## src/rtl/xio_pkg.sv

```systemverilog
package xio_pkg;
  typedef enum logic [1:0] {ACC_NONE, ACC_BYTE, ACC_WORD} acc_e;
endpackage

```

## src/rtl/xio_strap_latch.sv

```systemverilog
module xio_strap_latch #(
  parameter int N = 2
) (
  input  logic         clk_i,
  input  logic         rst_ni,
  input  logic [N-1:0] strap_ni,
  output logic [N-1:0] mode_o
);
  logic armed_q;
  logic [N-1:0] mode_q;

  // capture once, in the first clock after reset release
  always_ff @(posedge clk_i or negedge rst_ni) begin
    if (!rst_ni) begin
      armed_q <= 1'b0;
      mode_q  <= '0;
    end else if (!armed_q) begin
      armed_q <= 1'b1;
      mode_q  <= ~strap_ni;
    end
  end

  assign mode_o = mode_q;

  assert_mode_held_R8: assert property (@(posedge clk_i) disable iff (!rst_ni)
    armed_q |=> $stable(mode_q));
endmodule

```

## src/rtl/xio_port.sv

```systemverilog
module xio_port
  import xio_pkg::*;
#(
  parameter int IDX_W = 8,
  parameter int SH_W  = 16,
  parameter int BYTE_W = 8,
  parameter logic [IDX_W-1:0] WR_IDX = 8'hE0,
  parameter logic [IDX_W-1:0] RD_IDX = 8'hE1
) (
  input  logic             clk_i,
  input  logic             rst_ni,
  input  logic             en_i,
  input  logic             req_i,
  input  logic             we_i,
  input  logic [IDX_W-1:0] addr_i,
  input  acc_e             acc_i,
  input  logic [SH_W-1:0]  wdata_i,
  output logic             wr_stb_o,
  output logic             rd_stb_o,
  output logic             hit_o,
  output logic             drive_o,
  output logic [SH_W-1:0]  rd_val_o
);
  localparam int HI_W = SH_W - BYTE_W;

  logic act, at_wr, at_rd;
  logic wr_hit, rd_hit, back_hit, claim;
  logic wr_stb_q, rd_stb_q, hit_q, drive_q;
  logic [SH_W-1:0] shadow_q, rd_val_q, back_val;

  assign act      = req_i && en_i && (acc_i != ACC_NONE);
  assign at_wr    = addr_i == WR_IDX;
  assign at_rd    = addr_i == RD_IDX;
  assign wr_hit   = act && we_i && at_wr;
  assign rd_hit   = act && !we_i && at_rd;
  assign back_hit = act && !we_i && at_wr;
  assign claim    = act && (at_wr || at_rd);
  assign back_val = (acc_i == ACC_BYTE) ? {{HI_W{1'b0}}, shadow_q[BYTE_W-1:0]} : shadow_q;

  always_ff @(posedge clk_i or negedge rst_ni) begin
    if (!rst_ni) begin
      wr_stb_q <= 1'b0;
      rd_stb_q <= 1'b0;
      hit_q    <= 1'b0;
      drive_q  <= 1'b0;
      rd_val_q <= '0;
      shadow_q <= '0;
    end else begin
      wr_stb_q <= wr_hit;
      rd_stb_q <= rd_hit;
      hit_q    <= claim;
      drive_q  <= back_hit;
      rd_val_q <= back_hit ? back_val : '0;
      if (wr_hit) begin
        if (acc_i == ACC_BYTE) shadow_q[BYTE_W-1:0] <= wdata_i[BYTE_W-1:0];
        else                   shadow_q <= wdata_i;
      end
    end
  end

  assign wr_stb_o = wr_stb_q;
  assign rd_stb_o = rd_stb_q;
  assign hit_o    = hit_q;
  assign drive_o  = drive_q;
  assign rd_val_o = rd_val_q;

  assert_wr_acked_R1: assert property (@(posedge clk_i) disable iff (!rst_ni)
    wr_stb_q |-> hit_q && !drive_q);
  assert_rd_released_R5: assert property (@(posedge clk_i) disable iff (!rst_ni)
    rd_stb_q |-> hit_q && !drive_q);
  assert_no_rd_on_write_R6: assert property (@(posedge clk_i) disable iff (!rst_ni)
    (req_i && we_i) |=> !rd_stb_q && !drive_q);
  assert_shadow_only_on_write_R3: assert property (@(posedge clk_i) disable iff (!rst_ni)
    !wr_hit |=> $stable(shadow_q));
  assert_bad_lanes_ignored_R7: assert property (@(posedge clk_i) disable iff (!rst_ni)
    (acc_i == ACC_NONE) |=> !hit_q && !wr_stb_q && !rd_stb_q);
endmodule

```

## src/rtl/xio_strobe_gen.sv

```systemverilog
module xio_strobe_gen
  import xio_pkg::*;
#(
  parameter int BUS_W = 32,
  parameter int IDX_W = 8,
  parameter int BYTE_LANE = 2,
  parameter logic [IDX_W-1:0] A_WR_IDX = 8'hE0,
  parameter logic [IDX_W-1:0] A_RD_IDX = 8'hE1,
  parameter logic [IDX_W-1:0] B_WR_IDX = 8'hF0,
  parameter logic [IDX_W-1:0] B_RD_IDX = 8'hF1
) (
  input  logic             clk_i,
  input  logic             rst_ni,
  input  logic             req_i,
  input  logic             we_i,
  input  logic [IDX_W-1:0] addr_i,
  input  logic [BUS_W/8-1:0] be_i,
  input  logic [BUS_W-1:0] wdata_i,
  output logic             sel_o,
  output logic             rdy_o,
  output logic [BUS_W-1:0] rdata_o,
  output logic             rdata_oe_o,
  input  logic [1:0]       strap_ni,
  input  logic [3:0]       gpio_i,
  output logic [3:0]       pin_no
);
  localparam int NPORT    = 2;
  localparam int BE_W     = BUS_W / 8;
  localparam int LANE_LSB = BYTE_LANE * 8;
  localparam int SH_W     = BUS_W - LANE_LSB;
  localparam logic [BE_W-1:0] BE_BYTE = BE_W'(1) << BYTE_LANE;
  localparam logic [BE_W-1:0] BE_WORD = BE_W'(3) << BYTE_LANE;

  acc_e acc;
  logic [NPORT-1:0] mode, wr_stb, rd_stb, hit, drive;
  logic [SH_W-1:0]  rd_val [NPORT];
  logic [SH_W-1:0]  rd_or;

  always_comb begin
    if (be_i == BE_BYTE)      acc = ACC_BYTE;
    else if (be_i == BE_WORD) acc = ACC_WORD;
    else                      acc = ACC_NONE;
  end

  xio_strap_latch #(.N(NPORT)) u_strap (
    .clk_i(clk_i), .rst_ni(rst_ni), .strap_ni(strap_ni), .mode_o(mode)
  );

  for (genvar p = 0; p < NPORT; p++) begin : g_port
    xio_port #(
      .IDX_W(IDX_W), .SH_W(SH_W),
      .WR_IDX(p == 0 ? A_WR_IDX : B_WR_IDX),
      .RD_IDX(p == 0 ? A_RD_IDX : B_RD_IDX)
    ) u_port (
      .clk_i(clk_i), .rst_ni(rst_ni), .en_i(mode[p]),
      .req_i(req_i), .we_i(we_i), .addr_i(addr_i), .acc_i(acc),
      .wdata_i(wdata_i[LANE_LSB +: SH_W]),
      .wr_stb_o(wr_stb[p]), .rd_stb_o(rd_stb[p]), .hit_o(hit[p]),
      .drive_o(drive[p]), .rd_val_o(rd_val[p])
    );
    // strobe mode: active-low pulse; otherwise plain GPIO
    assign pin_no[2*p]   = mode[p] ? !wr_stb[p] : gpio_i[2*p];
    assign pin_no[2*p+1] = mode[p] ? !rd_stb[p] : gpio_i[2*p+1];
  end

  always_comb begin
    rd_or = '0;
    for (int p = 0; p < NPORT; p++) rd_or = rd_or | rd_val[p];
  end

  assign sel_o      = |hit;
  assign rdy_o      = |hit;
  assign rdata_oe_o = |drive;
  assign rdata_o    = {rd_or, {LANE_LSB{1'b0}}};

  assert_one_strobe_R5: assert property (@(posedge clk_i) disable iff (!rst_ni)
    $onehot0({wr_stb, rd_stb}));
  assert_release_on_enable_R5: assert property (@(posedge clk_i) disable iff (!rst_ni)
    (|rd_stb) |-> sel_o && rdy_o && !rdata_oe_o);
  assert_idle_lanes_zero_R4: assert property (@(posedge clk_i) disable iff (!rst_ni)
    !rdata_oe_o |-> rdata_o == '0);
endmodule

```

## config.mk

```make
export PLATFORM = sky130hd
export DESIGN_NAME = xio_strobe_gen
export DESIGN_NICKNAME = d
export VERILOG_FILES = /design/src/rtl/xio_pkg.sv /design/src/rtl/xio_strap_latch.sv /design/src/rtl/xio_port.sv /design/src/rtl/xio_strobe_gen.sv
export SDC_FILE = /design/constraint.sdc
export NUM_CORES = 1
export LEC_CHECK = 0
export ABC_AREA = 1
export BUFFER_PORTS_ARGS = -buffer_cell sky130_fd_sc_hd__buf_2
export CAP_MARGIN = 20
export CORE_ASPECT_RATIO = 0.9
export CORE_MARGIN = 1.5
export CORE_UTILIZATION = 45
export CTS_CLUSTER_DIAMETER = 50
export CTS_CLUSTER_SIZE = 12
export DETAILED_ROUTE_END_ITERATION = 10
export PLACE_DENSITY_LB_ADDON = 0.2
export RECOVER_POWER = 25
export SYNTH_ARGS = -nofsm -noshare
export SYNTH_HDL_FRONTEND = slang
export SYNTH_SLANG_ARGS = --single-unit
```

## constraint.sdc

```tcl
create_clock -name clk_i -period 1.1 [get_ports clk_i]
set_input_delay 0.11 -clock clk_i [delete_from_list [all_inputs] [get_ports clk_i]]
set_output_delay 0.11 -clock clk_i [all_outputs]
set_load 0.02 [all_outputs]
```

# Word-level counts from Yosys, hierarchy flattened
# Index checks and enable logic that the tools add are counted.
[totals]
regBits = 75
in_bits = 54
out_inout_bits = 39
[op_classes]
n_eq_ne = 7
muxes = 10
bitwise_logic = 3
n_reduce_logical = 28
[op_table]
columns = ["op", "count"]
rows = [
  ["16-bit two-way mux", 4],
  ["8-bit equality test, second input constant", 4],
  ["1-bit logical AND", 16],
  ["16-bit bitwise OR", 1],
  ["1-bit logical NOT", 5],
  ["4-bit by 3-bit equality test with 1-bit output, second input constant", 1],
  ["4-bit equality test, second input constant", 1],
  ["1-bit two-way mux", 4],
  ["2-bit two-way mux", 2],
  ["2-bit AND reduction", 2],
  ["2-bit OR reduction", 2],
  ["2-bit by 1-bit equality test with 1-bit output, second input constant", 1],
  ["1-bit logical OR", 2],
  ["2-bit NOT", 1],
  ["2-bit nonzero test", 1],
  ["1-bit NOT", 1],
]

# Depth between registers and ports, before layout
# Gate-level depths: netlist (run 1).
[logic_depth]
depth_word = 8
mapped_depth = 8

# By module
# From an unflattened synthesis (run 1), not the netlist that was laid out.
[hier_totals]
cells_unflattened = 353
hier_area_um2 = 3236.9
[by_module_without_submodules]
columns = ["module", "n_inst", "cells_each", "area_per_inst_um2", "seq_area_each_um2"]
rows = [
  ["xio_port at g_port[1].u_port", 1, 141, 1408.9, 900.9],
  ["xio_port at g_port[0].u_port", 1, 142, 1390.1, 900.9],
  ["xio_strobe_gen", 1, 62, 341.6, 0.0],
  ["xio_strap_latch", 1, 8, 96.3, 75.1],
]

# Least setup slack after synthesis (run 1)
# No wires, ideal clock.
[synth_path]
path_kind = "register -> register"
from = "reg u_strap.mode_q[0], in the netlist u_strap.mode_o[0]"
to = "reg g_port[0].u_port.shadow_q[7]"
setup_ns = 0.118
t_arrival_ns = 1.060
required_time_ns = 0.982
path_slack_ns = -0.078
stages_incl_launch_ff = 9
path_buffers = 1
cell_sequence = "dfrtp_1 nand2_1 inv_1 nand3_4 nor2_8 nand2_4 buf_6 nand2_2 o21ai_2"
[synth_via]
elab_chain_cells = 4
[synth_rtl]
columns = ["element", "line", "source"]
rows = [
  ["start: declaration", "xio_strap_latch.sv:10", "logic [N-1:0] mode_q;"],
  ["start signal: assignment", "xio_strap_latch.sv:19", "mode_q <= ~strap_ni;"],
  ["1-bit logical AND (2 in series)", "xio_port.sv:31", "assign act = req_i && en_i && (acc_i != ACC_NONE);"],
  ["1-bit logical AND (2 in series)", "xio_port.sv:34", "assign wr_hit = act && we_i && at_wr;"],
  ["end signal: indexed assignment", "xio_port.sv:55", "if (acc_i == ACC_BYTE) shadow_q[BYTE_W-1:0] <= wdata_i[BYTE_W-1:0];"],
  ["end signal: assignment", "xio_port.sv:56", "else shadow_q <= wdata_i;"],
  ["end: declaration", "xio_port.sv:29", "logic [SH_W-1:0] shadow_q, rd_val_q, back_val;"],
]
# No other way between the ends.
# A chain may end at the register's enable or synchronous reset.

# Final worst setup path (run 1)
[layout_path]
from = "reg u_strap.mode_q[0], in the netlist u_strap.mode_o[0]"
to = "reg g_port[0].u_port.shadow_q[8]"
[layout_via]
elab_chain_cells = 5
[layout_rtl]
columns = ["element", "line"]
rows = [
  ["1-bit logical AND (2 in series)", "xio_port.sv:31"],
  ["1-bit logical AND (2 in series)", "xio_port.sv:34"],
  ["2-bit AND reduction (no source line)", "n/a"],
]
# No other way between the ends.

==> results of run 1 <==
==> synth_stat cells <==
library cell	number	area, sq um
sky130_fd_sc_hd__inv_2	3	11.3
sky130_fd_sc_hd__nand2_1	75	282
sky130_fd_sc_hd__buf_4	17	128
sky130_fd_sc_hd__nand3_4	2	35.0
sky130_fd_sc_hd__clkbuf_1	3	11.3
sky130_fd_sc_hd__nor2_1	20	75.1
sky130_fd_sc_hd__dfrtp_1	75	1880
sky130_fd_sc_hd__conb_1	2	7.51
sky130_fd_sc_hd__o21ai_2	16	140
sky130_fd_sc_hd__nand3b_2	1	11.3
sky130_fd_sc_hd__nor3_1	4	20.0
sky130_fd_sc_hd__buf_6	6	67.6
sky130_fd_sc_hd__nand3_2	2	20.0
sky130_fd_sc_hd__nor2_2	19	119
sky130_fd_sc_hd__or2_2	18	113
sky130_fd_sc_hd__o21ai_0	6	30.0
sky130_fd_sc_hd__nand4_1	16	100
sky130_fd_sc_hd__nand2_4	4	45.0
sky130_fd_sc_hd__inv_1	35	131
sky130_fd_sc_hd__nor2_4	3	33.8
sky130_fd_sc_hd__nor2_8	2	40.0
sky130_fd_sc_hd__nand2_2	3	18.8
sky130_fd_sc_hd__nand3_1	2	10.0
==> flip-flops by register name, summed over array words and instances, names as in the netlist <==
signal and cells:
g_port.u_port.drive_o 2, g_port.u_port.hit_o 2, g_port.u_port.rd_stb_o 2, g_port.u_port.rd_val_o 32, g_port.u_port.shadow_q 32, g_port.u_port.wr_stb_o 2
u_strap.armed_q 1, u_strap.mode_o 2
==> layer usage <==
layer	up-vias	share of wire [%]
li1	1181	-
met1	1097	44
met2	72	50
met3	6	4.4
met4	0	0.90
met5	-	0
==> stage by stage <==
stage	setup WS, ps	power [uW]	area (sq um)	instances
2_1_floorplan	-61.5	3030	3390	349
4_1_cts	-218	5880	4370	520
6_report	-218	5850	4510	519
5_1_grt	-323	6060	4510	519
3_5_place_dp	-113	3180	3730	491
3_3_place_gp	-70.6	3180	3730	491
==> path summary, 6_finish.rpt <==
kind / startpoint / slack [ps] / end
min in group asynchronous: rst_ni / 450 / g_port[1].u_port.shadow_q[12]
worst min-delay path: wdata_i[23] / 30 / g_port[1].u_port.shadow_q[7]
max in group asynchronous: rst_ni / 200 / g_port[0].u_port.rd_stb_o
worst max register to register: u_strap.mode_o[0] / -220 / g_port[0].u_port.shadow_q[8]
worst min register to register: g_port[1].u_port.shadow_q[11] / 480 / g_port[1].u_port.shadow_q[11]
worst max-delay path: u_strap.mode_o[0] / -220 / g_port[0].u_port.shadow_q[8]
==> critical path, cell delays in order (launching register included) <==
cell                      delay (ps)
sky130_fd_sc_hd__dfrtp_1         370
sky130_fd_sc_hd__nand2_1          70
sky130_fd_sc_hd__inv_2            60
sky130_fd_sc_hd__nand3_4         120
sky130_fd_sc_hd__nor2_8          230
sky130_fd_sc_hd__nand3_4         170
sky130_fd_sc_hd__nand2_2         130
sky130_fd_sc_hd__nand2_2          50
==> placed cells by master, fill, tap and decap left out, drive strengths merged <==
cell type,instances
nor2,44
dlygate4sd3,3
nand3,6
dfrtp,75
or2,18
o21ai,22
conb,17
nand3b,1
bufinv,3
nand4,16
buf,78
nand2,87
clkinvlp,1
clkbuf,12
inv,39
nor3,4
==> cells by family after synthesis <==
| kind of cell | Yosys count |
|---|---|
| DFF | 75 |
| and+or+nand+nor | 171 |
| other | 2 |
| buffers and inverters | 64 |
| AOI/OAI and AO/OA | 22 |
==> where the power goes <==
group	internal, uW	switching [uW]	leakage, uW	total, uW
Combinational	150	272	0.00107	422
Clock	1640	1020	0.000126	2660
Sequential	2770	8.76	0.00104	2770
==> layout make-up <==
class | instances | area share (%)
multi-input cells | 215 | 32.0
inverters | 38 | 3.33
clock inverters | 5 | 2.36
repair buffers | 82 | 14.7
well taps | 93 | 2.58
flip-flops and latches | 75 | 41.7
clock buffers | 11 | 3.36
==> repair_timing <==
action / 4_1_cts / 5_1_grt
endpoints found under the hold margin: 77 / 0
pin swaps: 13 / 16
buffers inserted: 5 / 0
resized for setup: 90 / 42
endpoints found under the setup margin: 91 / 95
gates cloned: 5 / 0
hold buffers: 3 / 0
==> results.env, run 1 <==
TRITONCTS='built'
GR-TOTAL-OVERFLOW=0
LAYOUT-AREA-OVERHEAD-VS-SYNTH_PCT=35.5
FINALCRITICALPERIOD_PS=1320
SYNTH.MUX.AREA_FRACTION_PCT=0
SYN-INSTANCE-COUNT=334
STATUS='finished with violations'
WORST-SLEW-PIN-TRANSITION_PS=657
CORE_AREA_SQ_MM=0.00711
CRITICAL_PATH_CLASS='flip-flop to flip-flop'
SYNTH_WARNINGS=0
SYNTH_COMPOUND_GATE_AREA_SHARE_PCT=5.12
FINAL.HOLD.WORST_SLACK_PS=28.8
MULTIINPUTGATEAREA_SQ_MM=0.00144
WHS_PATH_DEPTH=3
HTREEDEPTH=3
GRT.MET3_USAGE_PCT=3.26
MAX_FREQ_GHz=0.759
START_UTIL_PCT=46.8
HPWLAFTERDP_UM=3790
MET1_USAGE_PCT=23.8
SYNTH_AREA_PER_CELL_SQ_UM=9.96
POST_SYNTHESIS_SIMPLE_GATE_AREA_FRACTION_PCT=27.7
NUM_ANTENNA_CELLS=0
LARGEST_VOLTAGE_DROP_ON_THE_VDD_NET_uV=801
INITIAL_ANTENNA_VIOLATION_COUNT=0
SYNTH_CELL_TYPE_COUNT=23
YOSYSSEQAREASHARE_PCT=56.4
SETUP-TNS-FINAL_PS=-13470
POSTLAYOUTSETUPSLACKWORST_PS=-218
DRT-PASS1-ITER-COUNT=4
CRITICAL_PATH_REQUIRED_PS=1330
GRT_SETUP_UNREPAIRED='yes'
DETAILROUTE.VIA_COUNT=2356
FINCLKSKEW_PS=6.06
TIMING.CRITICAL_PATH.FANOUT_MAX=8
FLOORPLAN.DIE_AREA_SQ_MM=0.00792
WORSTSETUPENDPOINTTYPE='flip-flop'
SYNTH-XOR-AREA-SHARE_PCT=0
NETLIST_AREA_BEFORE_PLACEMENT_SQ_MM=0.00333
GP_CONGESTION=0.815
FF2FF_PATH_DEPTH=7
DRT_ITER0_MARKERS=87
GRT_PASS1_WL_UM=11000
NFILLCELLS=582
FINAL.PERIOD_UTILIZATION_PCT=120
SLEW_VIOL_FINAL=0
CLK_ROOT_BUFFER_CELL='sky130_fd_sc_hd__clkbuf_8'
GRT.TOTAL_USAGE_PCT=18.3
CAP_VIOL_MAX_COUNT=0
LARGEST_FAMILY_OF_LOGIC_CELLS_BY_SYNTHESIZED_AREA='simple AND/OR/NAND/NOR gates'
PLACEMENT_ROWS=29
POWER_DENSITY_mW_PER_MM2=1300
CTS_BUFFERS=9
CLOCK_INSERTION_DELAY_WORST_SKEW_PS=340
ARRIVAL_PS=1540
YOSYS.AREA_SHARE.ADDER_PCT=0
CTS.REPORTEDPATHS.CLKPINSLEW_PS=80
DESIGN.FINAL.NETS=475
POWER_LEAKAGE_uW=0.00224
ANT_NETS=0
GLOBAL_ROUTE.PEAK_USAGE_LAYER='met2'
SINKS_ON_THE_CLOCK_NET=75
FAILED_CHECKS='negative setup slack'
REGISTER_AREA_SQ_MM=0.00188
DRT-WIRELENGTH-PER-CELL_UM=12.8
CTSLONGESTPATHBUFFERS=2
PIN_COUNT=93
GR-USAGE-MET2_PCT=30.0
TIMING.FINAL.HOLD_VIOLATIONS=0
SYNTH.FF_LATCH_COUNT=75
MAXIMUM_NUMBER_OF_PINS_ON_ONE_NET_BEFORE_GLOBAL_ROUTE_REPAIR=76
VIAS_PER_INST=4.54
PLACE.PORT_BUFFERS=60
DIE_HEIGHT_UM=84.6
DIE_OUTLINE_WIDTH_UM=93.6
START_KIND='flip-flop'
RELSLEWSLACK_PCT=56.2
ROUTED_WIRELENGTH_UM=6660
DRC_ERRORS=0
CORE_UTIL_FINAL_PCT=63.4
SETUP-VIOLATIONS-FINAL=93
WORSTHOLDPATHTYPE='input pin to flip-flop'
FIRST_GLOBAL_VIAS=2315
FINAL_LAYOUT_SIZE_SUFFIX_GT1_SHARE_PCT=49.5
Note: power is estimated with default switching activity, not from simulation.
==> run 2: changes to the inputs <==
Settings changed: CAP_MARGIN 20 to 10, CORE_MARGIN 1.5 to not set, PLACE_DENSITY set to 0.73, PLACE_DENSITY_LB_ADDON 0.2 to not set.
==> run 2 against run 1 <==
Against the previous run:
- the flow still finishes with violations (negative setup slack)
- critical path depth decreased by 2
- combinational power is 7.3% higher
- cell count up 1.7%
- count of clock-buffer cells in the layout is 1 higher
- hold slack got worse by 3.2 ps
- non-clock buffer count up 7
- clock power shrank 21%
- power down 9.1%
- critical path type is now flip-flop to output pin
- critical endpoint is now pin_no[1]
- highest routed layer unchanged
==> results.env, run 2 (synthesis gave the netlist of run 1 again) <==
LAYOUT-AREA-OVERHEAD-VS-SYNTH_PCT=42.8  # was 35.5%
PIN_COUNT=93  # unchanged
HTREEDEPTH=3  # unchanged
GP_CONGESTION=0.749  # was 0.815
DRT-WIRELENGTH-PER-CELL_UM=13.3  # was 12.8 um
TRITONCTS='built'  # unchanged
SETUP-TNS-FINAL_PS=-9320  # was -13470 ps
CLK_ROOT_BUFFER_CELL='sky130_fd_sc_hd__clkbuf_8'  # unchanged
NFILLCELLS=520  # was 582
GRT.MET3_USAGE_PCT=4.01  # was 3.26%
LAYOUT.CELLS.MOST_COMMON='sky130_fd_sc_hd__dfrtp_1'  # unchanged
DIE_OUTLINE_WIDTH_UM=92.6  # was 93.6 um
FF2FF_PATH_DEPTH=8  # was 7
CLOCK_INSERTION_DELAY_WORST_SKEW_PS=340  # about the same
FIRST_GLOBAL_VIAS=2356  # was 2315
FINAL_LAYOUT_SIZE_SUFFIX_GT1_SHARE_PCT=53.8  # was 49.5%
MET1_USAGE_PCT=25.0  # was 23.8%
ROUTED_WIRELENGTH_UM=7040  # was 6660 um
TIMING.FINAL.HOLD_VIOLATIONS=0  # unchanged
MAXIMUM_NUMBER_OF_PINS_ON_ONE_NET_BEFORE_GLOBAL_ROUTE_REPAIR=32  # was 76
CTSLONGESTPATHBUFFERS=2  # unchanged
GR-TOTAL-OVERFLOW=0  # unchanged
ARRIVAL_PS=1180  # was 1540 ps
LAYOUT.CELLS.MOST_COMMON_LIST='75 x sky130_fd_sc_hd__dfrtp_1, 47 x sky130_fd_sc_hd__nand2_1, 36 x sky130_fd_sc_hd__buf_2, 32 x sky130_fd_sc_hd__buf_6, 28 x sky130_fd_sc_hd__inv_1'  # was 75 x sky130_fd_sc_hd__dfrtp_1, 58 x sky130_fd_sc_hd__nand2_1, 36 x sky130_fd_sc_hd__buf_2, 31 x sky130_fd_sc_hd__buf_6, 28 x sky130_fd_sc_hd__inv_1
FINAL.PERIOD_UTILIZATION_PCT=117  # was 120%
SINKS_ON_THE_CLOCK_NET=75  # unchanged
RELSLEWSLACK_PCT=60.8  # was 56.2%
DIE_HEIGHT_UM=83.6  # was 84.6 um
PLACE.PORT_BUFFERS=60  # unchanged
HPWLAFTERDP_UM=3890  # was 3790 um
GRT_SETUP_UNREPAIRED='yes'  # unchanged
CAP_VIOL_MAX_COUNT=0  # unchanged
WORSTREG2REGSTART='u_strap.mode_o[0]'  # unchanged
START_UTIL_PCT=46.8  # unchanged
STATUS='finished with violations'  # unchanged
DETAILROUTE.VIA_COUNT=2469  # was 2356
CTS_BUFFERS=9  # unchanged
MULTIINPUTGATEAREA_SQ_MM=0.00163  # was 0.00144 sq mm
GLOBAL_ROUTE.PEAK_USAGE_LAYER='met2'  # unchanged
CRITICAL_PATH.ENDPOINT='pin_no[1]'  # was g_port[0].u_port.shadow_q[8]
VIAS_PER_INST=4.68  # was 4.54
TIMING.CRITICAL_PATH.FANOUT_MAX=4  # was 8
GR-USAGE-MET2_PCT=31.2  # was 30.0%
FLOORPLAN.DIE_AREA_SQ_MM=0.00774  # was 0.00792 sq mm
FF2FF_SETUP_SLACK_PS=-180  # was -220 ps
CRITPATHSLOWESTCELL='sky130_fd_sc_hd__dfrtp_1'  # unchanged
REGISTER_AREA_SQ_MM=0.00188  # unchanged
WORSTSETUPENDPOINTTYPE='output pin'  # was flip-flop
GRT.TOTAL_USAGE_PCT=19.2  # was 18.3%
DRC_ERRORS=0  # unchanged
WORST-SLEW-PIN-TRANSITION_PS=588  # was 657 ps
CRIT-REG2REG-CAPTURE='g_port[0].u_port.shadow_q[3]'  # was g_port[0].u_port.shadow_q[8]
FAILED_CHECKS='negative setup slack'  # unchanged
LARGEST_VOLTAGE_DROP_ON_THE_VDD_NET_uV=621  # was 801 uV
CORE_AREA_SQ_MM=0.00711  # unchanged
NUM_ANTENNA_CELLS=0  # unchanged
START_KIND='flip-flop'  # unchanged
WORST_PATH_LARGEST_CELL_DELAY_PS=390  # was 370 ps
FINCLKSKEW_PS=3.50  # was 6.06 ps
POWER_LEAKAGE_uW=0.00229  # was 0.00224 uW
FINALCRITICALPERIOD_PS=1290  # was 1320 ps
WORSTHOLDPATHTYPE='input pin to flip-flop'  # unchanged
INITIAL_ANTENNA_VIOLATION_COUNT=0  # unchanged
DRT-PASS1-ITER-COUNT=4  # unchanged
PLACEDINSTANCEAREA_SQ_MM=0.00372  # was 0.00373 sq mm
CRITICAL_PATH_REQUIRED_PS=990  # was 1330 ps
SETUP-VIOLATIONS-FINAL=89  # was 93
POSTLAYOUTSETUPSLACKWORST_PS=-191  # was -218 ps
MAX_FREQ_GHz=0.774  # was 0.759 GHz
CTS.REPORTEDPATHS.CLKPINSLEW_PS=70  # was 80 ps
SLEW_VIOL_FINAL=0  # unchanged
DESIGN.FINAL.NETS=484  # was 475
CRITICAL_PATH_CLASS='flip-flop to output pin'  # was flip-flop to flip-flop
CHAIN_OF_CELLS_FORMING_THE_CRITICAL_PATH='buf_6 -> inv_6 -> nand2_2 -> o21ai_1 -> buf_4'  # was nand2_1 -> inv_2 -> nand3_4 -> nor2_8 -> nand3_4 -> nand2_2 -> nand2_2
GRT_PASS1_WL_UM=11300  # was 11000 um
ANT_NETS=0  # unchanged
REPORT.POWER.TOTAL_uW=5320  # was 5850 uW
DP_WORST_SETUP_SLACK_PS=-113  # about the same
POWER_DENSITY_mW_PER_MM2=1120  # was 1300 mW/mm^2
DRT_ITER0_MARKERS=108  # was 87
FINAL_CELL_AREA_SQ_MM=0.00475  # was 0.00451 sq mm
WORSTSETUPSTARTPOINT='u_strap.mode_o[0]'  # unchanged
PLACEMENT_ROWS=29  # unchanged
-- run 2: cell count changes in the layout (fill, tap and decap cells not counted), sizes merged --
| cell | previous run | this run |
|---|---|---|
| bufinv | 3 | 1 |
| clkbuf | 12 | 13 |
| nand2 | 87 | 89 |
| clkinv | 0 | 2 |
| buf | 78 | 85 |
| clkinvlp | 1 | 0 |
-- run 2: critical path, delay by kind of cell, from the launching register on --
family | cells | cell delay (ps)
flops | 1 | 390
buf+inv | 3 | 340
compound gates | 1 | 70
simple gates | 1 | 40
-- run 2: timing repair --
action	in CTS	in global routing
cloned	7	0
gates resized for setup	99	76
pin swaps	18	17
endpoints found under the setup margin	89	95
endpoints found under the hold margin	77	0
hold buffers	3	0
setup buffers	7	6
-- run 2: layout make-up --
cell class / instances / share of cell area, %
Inverter: 38 / 3.27
Multi-Input combinational cell: 217 / 34.3
Clock buffer: 12 / 3.06
Clock inverter: 4 / 1.03
Timing Repair Buffer: 89 / 16.4
Tap cell: 93 / 2.45
Sequential cell: 75 / 39.5
-- run 2: worst min path at each step --
stage	from	end	slack, ps	depth (start not counted)
after floorplan	rst_ni	g_port[0].u_port.drive_o	-190	0
after global placement	rst_ni	g_port[1].u_port.rd_val_o[14]	20	1
after detailed placement	rst_ni	g_port[1].u_port.rd_val_o[14]	20	1
after CTS	wdata_i[22]	g_port[0].u_port.shadow_q[6]	30	3
after global routing	wdata_i[22]	g_port[0].u_port.shadow_q[6]	20	3
final	wdata_i[22]	g_port[0].u_port.shadow_q[6]	30	3
-- run 2: through the flow --
step / std cells / utilization [%] / hold slack [ps]
5_1_grt: 528 / 66.8 / 20.8
6_report: 528 / 66.8 / 25.6
4_1_cts: 523 / 61.5 / 29.9
3_3_place_gp: 490 / 52.4 / 17.9
3_5_place_dp: 490 / 52.4 / 23.6
2_1_floorplan: 349 / - / -186
-- run 2: power by group --
part	total [uW]	internal [uW]	leakage, uW	switching [uW]
registers	2770	2770	0.00104	7.59
logic	453	166	0.00115	287
clock network	2090	1110	0.000101	979
-- run 2: metal layers --
layer	up-vias	wire (um)
met4	0	130
met2	74	3640
met1	1187	2950
li1	1197	-
met3	11	325
met5	-	0
